### src/rtl/wdt_pkg.sv
package wdt_pkg;
  localparam int DW      = 32;
  localparam int ADDR_W  = 8;
  localparam int NCH     = 3;
  // control bit positions
  localparam int CB_IEN  = 0;
  localparam int CB_STS  = 1;
  localparam int CB_REN  = 2;
  // register index inside a channel (addr[3:2])
  localparam logic [1:0] RI_CNT  = 2'd0;
  localparam logic [1:0] RI_BITE = 2'd1;
  localparam logic [1:0] RI_BARK = 2'd2;
  localparam logic [1:0] RI_CTRL = 2'd3;

  // threshold reached: unsigned greater-or-equal
  function automatic logic reached(input logic [DW-1:0] cnt, input logic [DW-1:0] thr);
    return cnt >= thr;
  endfunction

  // next counter value: write beats tick, wrap on overflow
  function automatic logic [DW-1:0] next_cnt(input logic [DW-1:0] cur, input logic wr,
                                             input logic [DW-1:0] wd, input logic tk);
    if (wr)      return wd;
    else if (tk) return cur + 1'b1;
    else         return cur;
  endfunction
endpackage

### src/rtl/wdt_addr_dec.sv
module wdt_addr_dec
  import wdt_pkg::*;
#(
  parameter int AW = ADDR_W,
  parameter int NC = NCH
) (
  input  logic [AW-1:0]   addr,
  input  logic            wr,
  output logic            hit,
  output logic [1:0]      ch_idx,
  output logic [1:0]      reg_idx,
  output logic [NC-1:0][3:0] wr_sel
);
  logic hi_zero, aligned, ch_ok, reg_ok;

  assign ch_idx  = addr[5:4];
  assign reg_idx = addr[3:2];
  assign hi_zero = (addr[AW-1:6] == '0);
  assign aligned = (addr[1:0] == 2'b00);
  assign ch_ok   = (int'(ch_idx) < NC);
  assign reg_ok  = (reg_idx != RI_BARK) || (ch_idx == 2'd0);
  assign hit     = hi_zero && aligned && ch_ok && reg_ok;

  always_comb begin
    wr_sel = '0;
    for (int c = 0; c < NC; c++)
      for (int r = 0; r < 4; r++)
        wr_sel[c][r] = wr && hit && (int'(ch_idx) == c) && (int'(reg_idx) == r);
  end
endmodule

### src/rtl/wdt_chan.sv
module wdt_chan
  import wdt_pkg::*;
#(
  parameter bit HAS_BARK = 1'b0
) (
  input  logic          clk,
  input  logic          rst_n,
  input  logic          tick,
  input  logic [DW-1:0] wdata,
  input  logic          wr_cnt,
  input  logic          wr_bite,
  input  logic          wr_bark,
  input  logic          wr_ctrl,
  output logic [DW-1:0] cnt_o,
  output logic [DW-1:0] bite_o,
  output logic [DW-1:0] bark_o,
  output logic [DW-1:0] ctrl_o,
  output logic          irq_en_o,
  output logic          sts_o,
  output logic          rst_en_o,
  output logic          bark_hit_o,
  output logic          rst_req_o,
  output logic          irq_o
);
  logic [DW-1:0] cnt_q, bite_q;
  logic          ren_q;

  always_ff @(posedge clk or negedge rst_n) begin
    if (!rst_n) begin
      cnt_q  <= '0;
      bite_q <= '1;
      ren_q  <= 1'b0;
    end else begin
      cnt_q <= next_cnt(cnt_q, wr_cnt, wdata, tick);
      if (wr_bite) bite_q <= wdata;
      if (wr_ctrl) ren_q  <= wdata[CB_REN];
    end
  end

  generate
    if (HAS_BARK) begin : g_bark
      logic [DW-1:0] bark_q;
      logic          ien_q, sts_q, set_w, clr_w;
      assign set_w = ien_q && reached(cnt_q, bark_q);
      assign clr_w = wr_ctrl && wdata[CB_STS];
      always_ff @(posedge clk or negedge rst_n) begin
        if (!rst_n) begin
          bark_q <= '1;
          ien_q  <= 1'b0;
          sts_q  <= 1'b0;
        end else begin
          if (wr_bark) bark_q <= wdata;
          if (wr_ctrl) ien_q  <= wdata[CB_IEN];
          sts_q <= (sts_q && !clr_w) || set_w;
        end
      end
      assign bark_o     = bark_q;
      assign irq_en_o   = ien_q;
      assign sts_o      = sts_q;
      assign bark_hit_o = set_w;
    end else begin : g_nobark
      logic unused_bark;
      assign unused_bark = wr_bark;
      assign bark_o     = '0;
      assign irq_en_o   = 1'b0;
      assign sts_o      = 1'b0;
      assign bark_hit_o = 1'b0;
    end
  endgenerate

  assign cnt_o     = cnt_q;
  assign bite_o    = bite_q;
  assign rst_en_o  = ren_q;
  assign ctrl_o    = {{(DW-3){1'b0}}, ren_q, sts_o, irq_en_o};
  assign rst_req_o = ren_q && reached(cnt_q, bite_q);
  assign irq_o     = sts_o && irq_en_o;
endmodule

### src/rtl/cmp_wdog.sv
module cmp_wdog
  import wdt_pkg::*;
(
  input  logic              clk,
  input  logic              rst_n,
  input  logic              tick,
  input  logic              bus_wr,
  input  logic [ADDR_W-1:0] bus_addr,
  input  logic [DW-1:0]     bus_wdata,
  output logic [DW-1:0]     bus_rdata,
  output logic              rst_recovery_req,
  output logic              rst_system_req,
  output logic              irq
);
  logic                        hit_w;
  logic [1:0]                  ch_w, rg_w;
  logic [NCH-1:0][3:0]         wr_sel;
  logic [NCH-1:0][DW-1:0]      cnt_w, bite_w, bark_w, ctrl_w;
  logic [NCH-1:0]              ien_w, sts_w, ren_w, bhit_w, rreq_w, irq_w;

  wdt_addr_dec #(.AW(ADDR_W), .NC(NCH)) u_dec (
    .addr(bus_addr), .wr(bus_wr), .hit(hit_w),
    .ch_idx(ch_w), .reg_idx(rg_w), .wr_sel(wr_sel)
  );

  generate
    for (genvar c = 0; c < NCH; c++) begin : g_ch
      wdt_chan #(.HAS_BARK(c == 0)) u_ch (
        .clk(clk), .rst_n(rst_n), .tick(tick), .wdata(bus_wdata),
        .wr_cnt(wr_sel[c][RI_CNT]), .wr_bite(wr_sel[c][RI_BITE]),
        .wr_bark(wr_sel[c][RI_BARK]), .wr_ctrl(wr_sel[c][RI_CTRL]),
        .cnt_o(cnt_w[c]), .bite_o(bite_w[c]), .bark_o(bark_w[c]), .ctrl_o(ctrl_w[c]),
        .irq_en_o(ien_w[c]), .sts_o(sts_w[c]), .rst_en_o(ren_w[c]),
        .bark_hit_o(bhit_w[c]), .rst_req_o(rreq_w[c]), .irq_o(irq_w[c])
      );
    end
  endgenerate

  always_comb begin
    bus_rdata = '0;
    if (hit_w) begin
      for (int c = 0; c < NCH; c++) begin
        if (int'(ch_w) == c) begin
          case (rg_w)
            RI_CNT:  bus_rdata = cnt_w[c];
            RI_BITE: bus_rdata = bite_w[c];
            RI_BARK: bus_rdata = bark_w[c];
            default: bus_rdata = ctrl_w[c];
          endcase
        end
      end
    end
  end

  assign rst_recovery_req = rreq_w[0];
  assign rst_system_req   = |rreq_w[NCH-1:1];
  assign irq              = irq_w[0];
endmodule

### config.mk
export PLATFORM = sky130hd
export DESIGN_NAME = cmp_wdog
export DESIGN_NICKNAME = d
export VERILOG_FILES = /design/src/rtl/wdt_pkg.sv /design/src/rtl/wdt_addr_dec.sv /design/src/rtl/wdt_chan.sv /design/src/rtl/cmp_wdog.sv
export SDC_FILE = /design/constraint.sdc
export NUM_CORES = 1
export LEC_CHECK = 0
export BUFFER_PORTS_ARGS = -buffer_cell sky130_fd_sc_hd__clkbuf_2
export CAP_MARGIN = 5
export CORE_UTILIZATION = 35
export DETAILED_ROUTE_END_ITERATION = 10
export HOLD_SLACK_MARGIN = 0.12
export PLACE_DENSITY = 0.58
export REMOVE_ABC_BUFFERS = 1
export SLEW_MARGIN = 20
export SYNTH_ARGS = -nofsm -noshare
export SYNTH_HDL_FRONTEND = slang
export SYNTH_SLANG_ARGS = --single-unit
### constraint.sdc
create_clock -name clk -period 5.26 [get_ports clk]
set_input_delay 0.526 -clock clk [delete_from_list [all_inputs] [get_ports clk]]
set_output_delay 0.526 -clock clk [all_outputs]
set_load 0.05 [all_outputs]
==> impl_metrics.csv <==
group,metric,value,unit
timing,fmax,247,MHz
timing,post-route-period-util,0.770,
placement,io_buffers,78,
cells_and_area,fin_util,0.400,
grt,antenna_found_initial,1,
grt,gr-total-overflow,0,
drt,wire_per_inst,19.2,um
outcome,outcome,"complete, no violations",
power_and_ir_drop,leakagePower,7.67,nW
grt,busiest_layer,"met2",
grt,use_met2,0.322,
yosys,syn_inst,1639,
timing,tightestPinTransition,1.15,ns
yosys,synth_top_area_cell,"dfstp_2",
grt,grt_max_degree,126,
job,maxCapViolCount,0,
hold_path,hp-class,"input port to register",
timing,rsz0062_at_grt,"false",
placement,hpwlAfterDp,31400,um
yosys,synthesis.area,15300,um2
cts,cts_tree,"done",
drt,drc,0,
grt,use_met1,0.280,
critical_path,critPathKind,"register to output port",
critical_path,crit_slowest_cell,"a2111oi_0",
critical_path,startpoint_type,"register",
timing,setup_viol,0,
floorplanning,die_w,211,um
yosys,yosys-top-cells-area,"dfstp_2 (22%), dfrtp_1 (16%), ha_1 (11%), mux2i_1 (6.3%), mux2_2 (5.7%)",
cts,clockRootBuffer,"clkbuf_16",
yosys,yosysMostFrequentCell,"a21oi_1",
yosys,ys_types,55,
grt,use_met3,0.0262,
timing,slew_viol_final,0,
drt,drt-initial-drc-count,808,
yosys,ys.flop_type,"dfstp_2",
critical_path,max_stage_delay,0.61,ns
timing,skew,0.0134,ns
floorplanning,rows,76,
drt,vias,12100,
grt,grt_pass1_wl,69500,um
drt,wl,44200,um
floorplanning,initial_utilization,0.356,
cts,clock-sinks,229,
cells_and_area,n_antenna_cell,0,
floorplanning,core,43100,um2
drt,viasPerCell,5.25,
cells_and_area,drive_gt1_frac,0.210,
cells_and_area,fin_nets,1871,
cts,ctsLongestPathBuffers,3,
critical_path,crit_required,4.73,ns
grt,grt_use_total,0.201,
floorplanning,die-area,44600,um2
yosys,synth.top_cell.area_share,0.220,
power_and_ir_drop,ir_worst_vdd,0.211,mV
cts,postCtsSetupRepairBufs,0,
cts,cts-buffers-inserted,28,
floorplanning,die_y,211,um
critical_path,crit_fanout,6,
critical_path,path_cells,"inv_1, ha_1, nand2b_1, a2111oi_0, o31ai_1, a221o_1, a21oi_1, o211ai_1, clkbuf_2",
power_and_ir_drop,power_density,309,nW/um2
cells_and_area,syn2layout_area_growth,12.6,%
timing,max-slew-margin-rel,0.226,
cts,cts_resized,0,
timing,layout_setup_ws,1.21,ns
cts,clk_latency,0.56,ns
placement,place_congestion,0.861,
yosys,yosysWarnings,0,
yosys,synthTopCellsByCount,"a21oi_1 (166), nor2_1 (162), inv_1 (135)",
cts,holdBufCountCts,0,
grt,grt_pass1_vias,12000,
critical_path,critical_path_arrival,3.52,ns
yosys,yosysSeqAreaShare,0.385,
timing,period_needed,4.05,ns
critical_path,endpoint_kind,"output port",
drt,antenna_left,0,
yosys,postSynth.asyncResetShare,1.00,
floorplanning,io_pins,79,
yosys,ys_ff_latch,229,
yosys,synth_edf_count,0,
cts,clk_pin_slew,0.06,ns
placement,pre_cts_slack,1.56,ns
timing,hold_violations,0,
yosys,avgSynthCellArea,9.35,um2
timing,tns,0,ns
drt,firstDrtPassIters,5,
cts,htree_levels,1,
-- flip-flops by register name, indices dropped and copies added (netlist names) --
name,cells
g_ch.u_ch.cnt_o,96
g_ch.u_ch.bite_o,96
g_ch.u_ch.irq_en_o,1
g_ch.u_ch.bark_o,32
g_ch.u_ch.sts_o,1
g_ch.u_ch.rst_en_o,3
-- worst paths after layout --
path / slack [ns] / endpoint / cells past startpoint / start
worst min register to register: 0.51 / g_ch[2].u_ch.bite_o[20] / 2 / g_ch[2].u_ch.bite_o[20]
worst max-delay path: 1.21 / rst_system_req / 9 / g_ch[2].u_ch.cnt_o[0]
worst min-delay path: 0.28 / g_ch[2].u_ch.bite_o[10] / 3 / bus_wdata[10]
min in group asynchronous: 0.42 / g_ch[0].u_ch.cnt_o[29] / 2 / rst_n
worst max register to register: 2.50 / g_ch[2].u_ch.cnt_o[31] / 6 / g_ch[2].u_ch.cnt_o[5]
max in group asynchronous: 3.97 / g_ch[2].u_ch.cnt_o[14] / 3 / rst_n
-- cells by family after synthesis --
| logic type | count (synthesis) | synth area share |
|---|---|---|
| compound gates | 323 | 0.116 |
| xor+xnor | 93 | 0.0532 |
| fa+ha+maj | 131 | 0.107 |
| buf+inv | 206 | 0.0529 |
| flops | 229 | 0.385 |
| mux | 208 | 0.147 |
| simple gates | 449 | 0.139 |
-- per-stage QoR --
stage	cell area [um2]	hold slack [ns]	total power, W	cells
after floorplan	15000	0.230	0.00302	1568
after global placement	16300	0.497	0.00344	2249
after detailed placement	16300	0.505	0.00347	2249
after CTS	17200	0.139	0.00538	2301
after global routing	17300	0.301	0.00564	2303
final	17300	0.284	0.00534	2303
-- critical path, delay by kind of cell (launching register included) --
family                   cells  cell delay (ns)
AO/OA/AOI/OAI                5             1.70
adder cells (fa/ha/maj)      1             0.30
buffers and inverters        2             0.36
flip-flops                   1             0.45
AND/OR/NAND/NOR              1             0.15
-- placed cells by master (no fill, tap or decap), drive strengths merged, types with 3 or more instances in the layout --
cell type,instances
nor2,162
or2,3
nand4,43
a21o,11
dfrtp,101
o21a,5
nor3,13
clkinv,4
mux2,108
ha,131
a211oi,10
mux2i,97
dfstp,128
a21oi,166
and4,10
nand2,123
inv,135
nand2b,6
buf,21
and2,4
mux4,3
xor2,53
o21ai,83
xnor2,40
and3,14
nand3,47
o22ai,32
nor2b,7
clkbuf,123
nor4,7
-- metal layers --
layer / share of wire / wire length [um]
met2: 0.46 / 20400
met4: 0.031 / 1370
met5: 0.00029 / 13
met3: 0.043 / 1900
met1: 0.47 / 20600
-- where the power goes --
| part | total [W] | internal (W) | switching (W) |
|---|---|---|---|
| Combinational | 0.00118 | 0.000528 | 0.000653 |
| Sequential | 0.00228 | 0.00199 | 0.000284 |
| Clock | 0.00188 | 0.00111 | 0.000775 |
-- cell type report --
type | instances | area, um2
Tap cell | 585 | 732
Clock inverter | 5 | 50.0
Sequential cell | 229 | 5890
Fill cell | 4352 | 25800
Timing Repair Buffer | 98 | 592
Multi-Input combinational cell | 1204 | 8660
Clock buffer | 47 | 823
Inverter | 135 | 507
No activity file was read; power rests on OpenSTA's default activity.
